[config.mk]
export PLATFORM = sky130hd
export DESIGN_NAME = bkpt_req_ctl
export DESIGN_NICKNAME = d
export VERILOG_FILES = /design/src/rtl/bkpt_pkg.sv /design/src/rtl/bkpt_ctl_regs.sv /design/src/rtl/bkpt_tag_queue.sv /design/src/rtl/bkpt_fsm.sv /design/src/rtl/bkpt_req_ctl.sv
export SDC_FILE = /design/constraint.sdc
export NUM_CORES = 1
export LEC_CHECK = 0
export CORE_UTILIZATION = 50
export CTS_BUF_LIST = sky130_fd_sc_hd__clkbuf_4 sky130_fd_sc_hd__clkbuf_8 sky130_fd_sc_hd__clkbuf_16
export CTS_CLUSTER_SIZE = 24
export DETAILED_ROUTE_END_ITERATION = 6
export DONT_BUFFER_PORTS = 1
export GPL_TIMING_DRIVEN = 0
export SYNTH_ARGS = -nofsm -noshare
export SYNTH_HDL_FRONTEND = slang
export SYNTH_SLANG_ARGS = --single-unit
export TNS_END_PERCENT = 5
[constraint.sdc]
create_clock -name clk -period 2.2 [get_ports clk]
set_input_delay 0.22 -clock clk [delete_from_list [all_inputs] [get_ports clk]]
set_output_delay 0.22 -clock clk [all_outputs]
set_load 0.02 [all_outputs]
[src/rtl/bkpt_pkg.sv]
package bkpt_pkg;

    typedef enum logic [1:0] {
        ST_IDLE      = 2'd0,
        ST_REQ_BG    = 2'd1,
        ST_REQ_SWI   = 2'd2,
        ST_BG_ACTIVE = 2'd3
    } bkpt_state_e;

    typedef struct packed {
        logic clk_sel;
        logic bg_en;
        logic tag_sel;
        logic brk_en;
    } bkpt_ctl_t;

    localparam int CTL_W       = 8;
    localparam int B_BRK_EN    = 0;
    localparam int B_TAG_SEL   = 1;
    localparam int B_BG_EN     = 2;
    localparam int B_CLK_SEL   = 3;

endpackage

[src/rtl/bkpt_ctl_regs.sv]
module bkpt_ctl_regs
    import bkpt_pkg::*;
#(
    parameter int ADDR_W = 16
) (
    input  logic              clk,
    input  logic              rst_n,
    input  logic              ctl_wr,
    input  logic [CTL_W-1:0]  ctl_wdata,
    input  logic              addr_wr,
    input  logic [ADDR_W-1:0] addr_wdata,
    input  logic              bg_active,
    input  logic              core_wait,
    input  logic              core_stop,
    input  logic              data_valid,
    output bkpt_ctl_t         ctl,
    output logic [ADDR_W-1:0] match_addr,
    output logic [CTL_W-1:0]  ctl_rdata
);

    logic [2:0] status_q;
    logic       unused_ro_bits;

    // Status bits of the write data have no destination.
    assign unused_ro_bits = ^ctl_wdata[CTL_W-1:4];

    always_ff @(posedge clk or negedge rst_n) begin
        if (!rst_n) begin
            ctl <= '0;
        end else if (ctl_wr) begin
            ctl.brk_en  <= ctl_wdata[B_BRK_EN];
            ctl.tag_sel <= ctl_wdata[B_TAG_SEL];
            ctl.clk_sel <= ctl_wdata[B_CLK_SEL];
            if (!bg_active) begin
                ctl.bg_en <= ctl_wdata[B_BG_EN];
            end
        end
    end

    always_ff @(posedge clk or negedge rst_n) begin
        if (!rst_n) begin
            match_addr <= '0;
        end else if (addr_wr) begin
            match_addr <= addr_wdata;
        end
    end

    always_ff @(posedge clk or negedge rst_n) begin
        if (!rst_n) begin
            status_q <= '0;
        end else begin
            status_q <= {data_valid, core_stop, core_wait};
        end
    end

    assign ctl_rdata = {status_q, bg_active, ctl.clk_sel, ctl.bg_en,
                        ctl.tag_sel, ctl.brk_en};

endmodule

[src/rtl/bkpt_tag_queue.sv]
module bkpt_tag_queue #(
    parameter int DEPTH = 3
) (
    input  logic clk,
    input  logic rst_n,
    input  logic clear,
    input  logic advance,
    input  logic in_valid,
    input  logic in_tag,
    output logic head_valid,
    output logic head_tag
);

    localparam int LAST = DEPTH - 1;

    logic [DEPTH-1:0] slot_v;
    logic [DEPTH-1:0] slot_t;

    for (genvar g = 0; g < DEPTH; g++) begin : g_slot
        logic nxt_v;
        logic nxt_t;
        if (g == 0) begin : g_entry
            assign nxt_v = in_valid;
            assign nxt_t = in_valid & in_tag;
        end else begin : g_shift
            assign nxt_v = slot_v[g-1];
            assign nxt_t = slot_t[g-1];
        end

        always_ff @(posedge clk or negedge rst_n) begin
            if (!rst_n) begin
                slot_v[g] <= 1'b0;
                slot_t[g] <= 1'b0;
            end else if (clear) begin
                slot_v[g] <= 1'b0;
                slot_t[g] <= 1'b0;
            end else if (advance) begin
                slot_v[g] <= nxt_v;
                slot_t[g] <= nxt_t;
            end
        end
    end

    assign head_valid = slot_v[LAST];
    assign head_tag   = slot_t[LAST];

endmodule

[src/rtl/bkpt_fsm.sv]
module bkpt_fsm
    import bkpt_pkg::*;
(
    input  logic clk,
    input  logic rst_n,
    input  logic brk_en,
    input  logic bg_en,
    input  logic head_tagged,
    input  logic force_hit,
    input  logic instr_done,
    input  logic bg_ack,
    input  logic bg_exit,
    output logic trig,
    output logic accept,
    output logic take_bg,
    output logic take_swi,
    output logic bg_active
);

    bkpt_state_e st_q, st_d;
    logic        force_pend;

    assign trig = (st_q == ST_IDLE) && brk_en &&
                  (head_tagged || (force_pend && instr_done));

    always_ff @(posedge clk or negedge rst_n) begin
        if (!rst_n) begin
            st_q <= ST_IDLE;
        end else begin
            st_q <= st_d;
        end
    end

    always_ff @(posedge clk or negedge rst_n) begin
        if (!rst_n) begin
            force_pend <= 1'b0;
        end else if (trig) begin
            force_pend <= 1'b0;
        end else if (force_hit) begin
            force_pend <= 1'b1;
        end
    end

    always_comb begin
        st_d = st_q;
        unique case (st_q)
            ST_IDLE: begin
                if (trig) begin
                    st_d = bg_en ? ST_REQ_BG : ST_REQ_SWI;
                end
            end
            ST_REQ_BG: begin
                if (bg_ack) begin
                    st_d = ST_BG_ACTIVE;
                end
            end
            ST_REQ_SWI: begin
                if (bg_ack) begin
                    st_d = ST_IDLE;
                end
            end
            ST_BG_ACTIVE: begin
                if (bg_exit) begin
                    st_d = ST_IDLE;
                end
            end
            default: st_d = ST_IDLE;
        endcase
    end

    always_comb begin
        take_bg   = 1'b0;
        take_swi  = 1'b0;
        bg_active = 1'b0;
        accept    = 1'b0;
        unique case (st_q)
            ST_IDLE:      accept    = 1'b1;
            ST_REQ_BG:    take_bg   = 1'b1;
            ST_REQ_SWI:   take_swi  = 1'b1;
            ST_BG_ACTIVE: bg_active = 1'b1;
            default:      accept    = 1'b0;
        endcase
    end

endmodule

[src/rtl/bkpt_req_ctl.sv]
module bkpt_req_ctl
    import bkpt_pkg::*;
#(
    parameter int ADDR_W  = 16,
    parameter int Q_DEPTH = 3
) (
    input  logic              clk,
    input  logic              rst_n,
    input  logic              ctl_wr,
    input  logic [7:0]        ctl_wdata,
    output logic [7:0]        ctl_rdata,
    input  logic              addr_wr,
    input  logic [ADDR_W-1:0] addr_wdata,
    output logic [ADDR_W-1:0] addr_rdata,
    input  logic              fetch_valid,
    input  logic [ADDR_W-1:0] fetch_addr,
    input  logic              instr_done,
    input  logic              pipe_flush,
    input  logic              bg_ack,
    input  logic              bg_exit,
    input  logic              core_wait,
    input  logic              core_stop,
    input  logic              data_valid,
    output logic              take_bg,
    output logic              take_swi
);

    bkpt_ctl_t         ctl;
    logic [ADDR_W-1:0] match_addr;
    logic              bg_active;
    logic              trig;
    logic              accept;
    logic              head_valid;
    logic              head_tag;
    logic              hit;
    logic              armed_hit;

    assign hit       = fetch_valid && instr_done && (fetch_addr == match_addr);
    assign armed_hit = hit && ctl.brk_en && accept;
    assign addr_rdata = match_addr;

    bkpt_ctl_regs #(.ADDR_W(ADDR_W)) u_regs (
        .clk        (clk),
        .rst_n      (rst_n),
        .ctl_wr     (ctl_wr),
        .ctl_wdata  (ctl_wdata),
        .addr_wr    (addr_wr),
        .addr_wdata (addr_wdata),
        .bg_active  (bg_active),
        .core_wait  (core_wait),
        .core_stop  (core_stop),
        .data_valid (data_valid),
        .ctl        (ctl),
        .match_addr (match_addr),
        .ctl_rdata  (ctl_rdata)
    );

    bkpt_tag_queue #(.DEPTH(Q_DEPTH)) u_queue (
        .clk        (clk),
        .rst_n      (rst_n),
        .clear      (pipe_flush || trig),
        .advance    (instr_done),
        .in_valid   (fetch_valid),
        .in_tag     (armed_hit && ctl.tag_sel),
        .head_valid (head_valid),
        .head_tag   (head_tag)
    );

    bkpt_fsm u_fsm (
        .clk         (clk),
        .rst_n       (rst_n),
        .brk_en      (ctl.brk_en),
        .bg_en       (ctl.bg_en),
        .head_tagged (head_valid && head_tag),
        .force_hit   (armed_hit && !ctl.tag_sel),
        .instr_done  (instr_done),
        .bg_ack      (bg_ack),
        .bg_exit     (bg_exit),
        .trig        (trig),
        .accept      (accept),
        .take_bg     (take_bg),
        .take_swi    (take_swi),
        .bg_active   (bg_active)
    );

endmodule

==> qor_table.md, run 1 <==
| Item | Value | Unit |
|:---|:---|:---|
| 1st-pass router iterations | 6 | - |
| Critical register-to-register path endpoint | u_fsm.force_pend$_DFFE_PN0P_ | - |
| Antenna fix cells | 0 | - |
| Number of enable flip-flop cells after synthesis | 0 | - |
| Die Y | 56.7 | um |
| Maximum capacitance violations | 0 | - |
| Result of the run | complete, but fails checks | - |
| Average cell area after synthesis | 13.0 | um^2 |
| Nets@finish | 180 | - |
| Cell types with the largest area share after synthesis | sky130_fd_sc_hd__dfrtp_1, sky130_fd_sc_hd__mux2_2, sky130_fd_sc_hd__xnor2_1 | - |
| Crit Path Class | reg2reg | - |
| Area Overhead vs Synth | 11.4 | % |
| Top post-synthesis cells by count | sky130_fd_sc_hd__dfrtp_1, sky130_fd_sc_hd__mux2_2, sky130_fd_sc_hd__xnor2_1, sky130_fd_sc_hd__nand2b_1 | - |
| Die width | 56.7 | um |
| Data required time of the critical path | 2.47 | ns |
| Nature of the critical path startpoint | flop | - |
| Unique cell type count in the Yosys netlist | 32 | - |
| Leak Pwr | 0.714 | nW |
| Reg-to-Reg Start | u_regs.match_addr[7]$_DFFE_PN0P_ | - |
| Worst-case setup slack after placement | 0.618 | ns |
| Beginning of the critical path | u_regs.match_addr[7]$_DFFE_PN0P_ | - |
| DRC | 7 | - |
| Post-route setup TNS | 0 | ns |
| Final Routed Wirelength | 2690 | um |
| Total global routing overflow | 0 | - |
| Setup repair after global routing missed its margin | false | - |
| Detailed placement HPWL | 1950 | um |
| Number of buffers created by CTS | 5 | - |
| Area share of the largest cell type after synthesis | 0.535 | - |
| Minimum setup slack in the final design | 0.607 | ns |
| CP top delay family | compound AO/OA/AOI/OAI gates | - |
| Proportion of layout cells with a drive suffix above 1 | 0.302 | - |
| Instance area at placement | 1540 | um^2 |
| Total area of multi-input combinational cells | 653 | um^2 |
| Critical path endpoint category | flop | - |
| Total number of clock tree sinks | 32 | - |
| Buf/Inv on CP | 0 | - |
| Final ANT Viol Nets | 0 | - |
| Fillers | 250 | - |
| Post-synthesis sequential area ratio | 0.535 | - |
| Ys Warns | 0 | - |
| Sum of internal, switching and leakage power | 1.41 | mW |
| Max Buffers Root-to-Sink | 2 | - |
| Skew-Pair Late Insertion Delay | 0.33 | ns |
| Average vias per placed instance | 5.77 | - |
| Number of setup buffers added after CTS | 0 | - |
| Final cell count without fillers | 160 | - |
| Async set or reset register ratio after synthesis | 1.00 | - |
| Critical Path AT | 1.86 | ns |
| Highest cell delay on the worst timing path | 0.49 | ns |
| Primary FF master, synth | sky130_fd_sc_hd__dfrtp_1 | - |
| Count of endpoints failing setup in the final report | 0 | - |
| Number of global-route vias before repair | 979 | - |
| P per Cell Area | 845 | nW/um^2 |
| End point of the critical path | u_fsm.force_pend$_DFFE_PN0P_ | - |
| Synth area leader | sky130_fd_sc_hd__dfrtp_1 | - |
| Gate count of the mapped netlist | 115 | - |
| Initial DRC count | 35 | - |
| Cell count after placement | 146 | - |
| Antenna violations before repair | 0 | - |
| Number of endpoints with negative hold slack in the final report | 0 | - |
| Levels on crit path | 4 | - |
| Starting density of the core | 0.534 | - |
| Number of cells on the worst reg-to-reg path | 4 | - |
| Share of the cycle needed by the critical path after routing | 0.724 | - |
| Final Skew | 0.00751 | ns |
| First-pass GRT wire length | 4460 | um |
| Minimum setup slack among reg-to-reg paths | 0.61 | ns |
| GRT Overall Usage | 0.189 | - |
| RD Place Congestion | 0.654 | - |
| Most common cell in the synthesized netlist | sky130_fd_sc_hd__dfrtp_1 | - |
| Failing checks | design-rule violations | - |
| Pin count of the biggest net entering global routing | 33 | - |
| Syn_nets | 167 | - |
| Design area | 1670 | um^2 |
| Number of buffers inserted by port buffering | 0 | - |
| Worst hold-check path type | in2reg | - |
| Cell with the largest stage delay on the worst path | sky130_fd_sc_hd__dfrtp_1 | - |
| Worst ir drop on vdd | 0.396 | mV |
| Critical-path cell list | xnor2_1, nand4_1, a2111oi_1, a32o_2 | - |
| Max Clk Rate | 628 | MHz |
| Total core area | 2810 | um^2 |
| Reg area | 801 | um^2 |
| Relative slew margins | 0.645 | - |
| Total of hold buffers inserted after clock tree synthesis | 5 | - |
| Final max-slew violation count | 0 | - |
| Clock root cell | sky130_fd_sc_hd__clkbuf_4 | - |
| TritonCTS clock tree | yes | - |
| # IOs | 78 | - |
| Min Clock Period, post-route | 1.59 | ns |
| DIE AREA | 3220 | um^2 |
| Per-cell routed wire length | 16.8 | um |
| Seq cells post-synth | 32 | - |
| # resized after CTS | 0 | - |
| Highest net fanout along the worst path | 3 | - |
| Number of rows created at floorplan | 19 | - |
| Clock Pin Slew Worst Setup and Hold Paths | 0.10 | ns |
| Number of vias after detailed routing | 923 | - |
| CTS H-tree lvls | 2 | - |
| Combined area of all synthesized cells | 1500 | um^2 |
| Actual slew at the worst max-slew pin | 0.532 | ns |
==> state kept, by name, indices dropped and copies added (netlist names) <==
name	count
u_fsm.force_pend	1
u_fsm.st_q	2
u_queue.g_slot.nxt_t	2
u_queue.g_slot.nxt_v	2
u_queue.head_tag	1
u_queue.head_valid	1
u_regs.ctl	4
u_regs.match_addr	16
u_regs.status_q	3
==> area by class of cell <==
type / count / share of cell area
Buffer: 6 / 0.0240
Clock buffer: 6 / 0.0308
Clock inverter: 2 / 0.00600
Inverter: 1 / 0.00225
Multi-Input combinational cell: 76 / 0.392
Sequential cell: 32 / 0.480
Tap cell: 31 / 0.0233
Timing Repair Buffer: 6 / 0.0420
==> per-layer routing <==
metal	wire, um	vias to the layer above	track usage
met5	0	-	0
met2	1390	37	0.318
li1	-	431	-
met3	231	5	0.0968
met4	38	0	0.0627
met1	1030	450	0.206
==> worst min-delay path by stage <==
stage	startpoint	to	depth (start not counted)
detailed placement	rst_n	u_regs.ctl[2]$_DFFE_PN0P_	0
finish	addr_wdata[1]	u_regs.match_addr[1]$_DFFE_PN0P_	2
floorplan	rst_n	u_fsm.force_pend$_DFFE_PN0P_	0
global route	addr_wdata[0]	u_regs.match_addr[0]$_DFFE_PN0P_	1
global placement	rst_n	u_regs.ctl[2]$_DFFE_PN0P_	0
CTS	ctl_wdata[2]	u_regs.ctl[2]$_DFFE_PN0P_	1
==> metrics by stage <==
step                hold WS, ns  utilization
floorplan               -0.0756            -
global placement        -0.0749        0.548
detailed placement      -0.0749        0.548
CTS                     0.00202        0.591
global route            0.00318        0.595
finish                   0.0264        0.595
==> layout by cell type (no fill, tap or decap), types with 2 or more instances in the layout <==
| master | count |
|---|---|
| sky130_fd_sc_hd__dfrtp_1 | 32 |
| sky130_fd_sc_hd__mux2_2 | 18 |
| sky130_fd_sc_hd__xnor2_1 | 13 |
| sky130_fd_sc_hd__nand2b_1 | 6 |
| sky130_fd_sc_hd__clkbuf_4 | 5 |
| sky130_fd_sc_hd__dlygate4sd3_1 | 5 |
| sky130_fd_sc_hd__buf_4 | 4 |
| sky130_fd_sc_hd__mux2i_1 | 4 |
| sky130_fd_sc_hd__nor2_1 | 4 |
| sky130_fd_sc_hd__nand2_1 | 3 |
| sky130_fd_sc_hd__nand4_1 | 3 |
| sky130_fd_sc_hd__nor2b_1 | 2 |
| sky130_fd_sc_hd__buf_2 | 2 |
| sky130_fd_sc_hd__nand2_2 | 2 |
| sky130_fd_sc_hd__a21oi_1 | 2 |
| sky130_fd_sc_hd__o21ai_1 | 2 |
| sky130_fd_sc_hd__clkinv_2 | 2 |
==> logic make-up after synthesis <==
| family | Yosys count | share of synthesized area |
|---|---|---|
| AO/OA/AOI/OAI | 13 | 0.0627 |
| XOR/XNOR | 13 | 0.0760 |
| buffers and inverters | 7 | 0.0292 |
| flip-flops | 32 | 0.535 |
| multiplexers | 23 | 0.170 |
| AND/OR/NAND/NOR | 27 | 0.128 |
==> where the power goes <==
group          total, mW  leakage (nW)  internal, mW  switching, mW
sequential         0.779         0.391         0.650          0.129
combinational      0.282         0.285         0.145          0.137
clock              0.349        0.0380         0.152          0.197
total               1.41         0.714         0.947          0.463
No activity file was read; power rests on OpenSTA's default activity.
==> run 2, diff against run 1 <==
--- a/config.mk
+++ b/config.mk
@@ -11,6 +11,7 @@
 export DETAILED_ROUTE_END_ITERATION = 6
 export DONT_BUFFER_PORTS = 1
 export GPL_TIMING_DRIVEN = 0
+export PLACE_DENSITY = 0.68
 export SYNTH_ARGS = -nofsm -noshare
 export SYNTH_HDL_FRONTEND = slang
 export SYNTH_SLANG_ARGS = --single-unit
==> constraint.sdc (replaced) <==
create_clock -name clk -period 1.33 [get_ports clk]
set_input_delay 0.133 -clock clk [delete_from_list [all_inputs] [get_ports clk]]
set_output_delay 0.133 -clock clk [all_outputs]
set_load 0.02 [all_outputs]
==> run 2 against run 1 <==
- the flow finishes with violations (design-rule violations, negative setup slack)
- maximum frequency rose by 15%
- sequential share of layout area down 7.5 points
- count of clock-buffer cells in the layout is 2 higher
- clock skew is 0.0044 ns lower
- die area did not move
- global-route usage increased by 2.5 points
- power up 80%
- clock power increased by 74%
- combinational power rose by 120%
- via count grew 13%
- critical path depth is 1 higher
- first-iteration DRC count shrank 20%
- critical endpoint is now u_queue.g_slot[1].nxt_t$_DFFE_PN0P_
==> qor_table.md, run 2 (same netlist as run 1, synthesis figures left out) <==
| Item | Value | Unit | vs previous |
|:---|:---|:---|:---|
| Result of the run | complete, but fails checks | - |  |
| Failing checks | design-rule violations, negative setup slack | - |  |
| Commonest cells after routing, fill and taps aside | sky130_fd_sc_hd__dlygate4sd3_1, sky130_fd_sc_hd__mux2_2, sky130_fd_sc_hd__dfrtp_1 | - |  |
| CP top delay family | simple AND/OR/NAND/NOR gates | - |  |
| Leak Pwr | 0.853 | nW | +19% |
| Clock root cell | sky130_fd_sc_hd__clkbuf_4 | - |  |
| Biggest regs | u_regs.match_addr: 16 flops, u_regs.ctl: 4 flops, u_regs.status_q: 3 flops | - |  |
| Number of global-route vias before repair | 1112 | - | +14% |
| Antenna violations before repair | 0 | - | unchanged |
| Actual slew at the worst max-slew pin | 0.411 | ns | -0.121 ns |
| Min Clock Period, post-route | 1.38 | ns | -0.211 ns |
| Clock Pin Slew Worst Setup and Hold Paths | 0.09 | ns | about the same |
| Hold path start | ctl_wr | - |  |
| Number of buffers inserted by port buffering | 0 | - | unchanged |
| Share of the cycle needed by the critical path after routing | 1.04 | - | +0.315 |
| Critical-path cell list | nor3b_4, buf_4, nand2_2, and4bb_1, a31o_1 | - |  |
| Total core area | 2810 | um^2 | unchanged |
| Max Buffers Root-to-Sink | 2 | - | unchanged |
| P per Cell Area | 1250 | nW/um^2 | +48% |
| Number of rows created at floorplan | 19 | - | unchanged |
| CTS H-tree lvls | 2 | - | unchanged |
| Cell with the largest stage delay on the worst path | sky130_fd_sc_hd__dfrtp_2 | - |  |
| Core Util, Final | 0.722 | - | +0.127 |
| Proportion of layout cells with a drive suffix above 1 | 0.427 | - | +0.124 |
| Fillers | 207 | - | -17% |
| Max Clk Rate | 724 | MHz | +15% |
| Total number of clock tree sinks | 32 | - | unchanged |
| Per-cell routed wire length | 16.9 | um | +0.53% |
| Final Routed Wirelength | 3170 | um | +18% |
| Die Y | 56.7 | um | unchanged |
| Buf/Inv on CP | 1 | - | +1 |
| Pin count of the biggest net entering global routing | 33 | - | unchanged |
| Highest cell delay on the worst timing path | 0.46 | ns | -0.03 ns |
| Number of flip-flops in the largest register | 16 | - | unchanged |
| Skew-Pair Late Insertion Delay | 0.33 | ns | about the same |
| Nature of the critical path startpoint | flop | - |  |
| DIE AREA | 3220 | um^2 | unchanged |
| Critical path endpoint category | flop | - |  |
| Post-route setup TNS | -0.0867 | ns | -0.0867 ns |
| GRT Overall Usage | 0.214 | - | +0.0248 |
| Levels on crit path | 5 | - | +1 |
| Power dissipated by switching net loads | 0.791 | mW | +71% |
| Largest reg by FF count | u_regs.match_addr | - |  |
| First-pass GRT wire length | 5070 | um | +14% |
| Sum of internal, switching and leakage power | 2.54 | mW | +80% |
| Reg power frac | 0.514 | - | -0.038 |
| Final max-slew violation count | 0 | - | unchanged |
| RD Place Congestion | 0.655 | - | +0.12% |
| Final ANT Viol Nets | 0 | - | unchanged |
| Initial DRC count | 28 | - | -20% |
| Nets@finish | 208 | - | +16% |
| Relative slew margins | 0.725 | - | +0.0810 |
| Detailed placement HPWL | 2010 | um | +3.4% |
| Number of cells on the worst reg-to-reg path | 5 | - | +1 |
| Switching power share of the total | 0.311 | - | -0.0170 |
| Worst hold-check path type | in2reg | - |  |
| Worst ir drop on vdd | 0.715 | mV | +80% |
| Average vias per placed instance | 5.53 | - | -4.2% |
| Die width | 56.7 | um | unchanged |
| Int Power | 1.75 | mW | +85% |
| Highest net fanout along the worst path | 6 | - | +3 |
| Number of vias after detailed routing | 1039 | - | +13% |
| Clock network fraction of total power | 0.239 | - | -0.009 |
| Number of cells traversed by the worst hold path | 2 | - | unchanged |
| Setup repair after global routing missed its margin | true | - |  |
| Beginning of the critical path | u_fsm.st_q[1]$_DFFE_PN0P_ | - |  |
| Area Overhead vs Synth | 35.2 | % |  |
| Count of endpoints failing setup in the final report | 2 | - | +2 |
| Total global routing overflow | 0 | - | unchanged |
| Reg-to-Reg Start | u_fsm.st_q[1]$_DFFE_PN0P_ | - |  |
| Starting density of the core | 0.534 | - | unchanged |
| Crit Path Class | reg2reg | - |  |
| 1st-pass router iterations | 6 | - | unchanged |
| Proportion of power drawn by combinational gates | 0.247 | - | +0.047 |
| Data required time of the critical path | 1.56 | ns | -0.91 ns |
| Number of buffers created by CTS | 5 | - | unchanged |
| # IOs | 78 | - | unchanged |
| Worst-case setup slack after placement | -0.220 | ns | -0.838 ns |
| Maximum capacitance violations | 0 | - | unchanged |
| Antenna fix cells | 0 | - | unchanged |
| Minimum setup slack in the final design | -0.0519 | ns | -0.659 ns |
| Critical Path AT | 1.61 | ns | -0.25 ns |
| Leading cell type in the layout, fill and taps excluded | sky130_fd_sc_hd__dlygate4sd3_1 | - |  |
| Number of endpoints with negative hold slack in the final report | 0 | - | unchanged |
| TritonCTS clock tree | yes | - |  |
| DRC | 5 | - | -2 |
| Final Skew | 0.00315 | ns | -0.00436 ns |
run 2: cell count changes in the layout (fill, tap and decap cells not counted), moves of 2 or more:
| cell | delta |
|---|---|
| sky130_fd_sc_hd__xnor2_2 | +4 |
| sky130_fd_sc_hd__dlygate4sd3_1 | +23 |
| sky130_fd_sc_hd__xnor2_1 | -4 |
| sky130_fd_sc_hd__buf_4 | +5 |
| sky130_fd_sc_hd__clkinv_2 | -2 |
| sky130_fd_sc_hd__dfrtp_2 | +15 |
| sky130_fd_sc_hd__clkbuf_4 | +2 |
| sky130_fd_sc_hd__dfrtp_1 | -15 |
run 2: worst paths after layout:
kind / endpoint / slack [ns]
min in group asynchronous: u_queue.g_slot[2].nxt_v$_DFFE_PN0P_ / 0.25
worst max register to register: u_queue.g_slot[1].nxt_t$_DFFE_PN0P_ / -0.05
worst max-delay path: u_queue.g_slot[1].nxt_t$_DFFE_PN0P_ / -0.05
worst min-delay path: u_regs.ctl[2]$_DFFE_PN0P_ / 0.02
max in group asynchronous: u_regs.match_addr[1]$_DFFE_PN0P_ / 0.89
worst min register to register: u_fsm.force_pend$_DFFE_PN0P_ / 0.52
run 2: worst reg2reg max path, delay by kind of cell, from the launching register on:
| family | cells | cell delay, ns |
|---|---|---|
| AND/OR/NAND/NOR | 3 | 0.48 |
| flip-flops | 1 | 0.46 |
| AO/OA/AOI/OAI | 1 | 0.20 |
| buffers and inverters | 1 | 0.15 |
run 2: power by group through the flow:
stage	Sequential, mW	Clock (mW)	Combinational (mW)
after floorplan	1.28	0	0.389
after detailed placement	1.31	0	0.423
after CTS	1.30	0.627	0.566
after global placement	1.30	0	0.418
final	1.31	0.607	0.628
after global routing	1.32	0.661	0.682
run 2: per-layer routing:
layer,vias to the layer above,wire [um],track usage
met5,-,0,0
li1,487,-,-
met3,7,228,0.0991
met2,40,1730,0.367
met4,0,40,0.0801
met1,505,1180,0.229
run 2: final cells by class:
class / instances / area, um^2 / share of cell area
Sequential cell: 32 / 820 / 0.405
Buffer: 6 / 40.0 / 0.0198
Tap cell: 31 / 38.8 / 0.0192
Multi-Input combinational cell: 76 / 718 / 0.355
Clock buffer: 8 / 66.3 / 0.0328
Timing Repair Buffer: 34 / 338 / 0.167
Inverter: 1 / 3.75 / 0.00185
run 2: what timing repair did:
action,in CTS,in global routing
buffers inserted,3,2
pin swaps,5,8
hold buffers,28,1
resized for setup,16,8
endpoints found under the hold margin,57,5
setup endpoints to repair,3,10
run 2: stage by stage:
stage | hold WS, ns | area (um^2) | std cells
after floorplan | -0.163 | 1500 | 115
after global routing | 0.0189 | 2020 | 188
after detailed placement | -0.162 | 1540 | 146
after CTS | 0.00759 | 1960 | 185
after global placement | -0.162 | 1540 | 146
final | 0.0169 | 2020 | 188
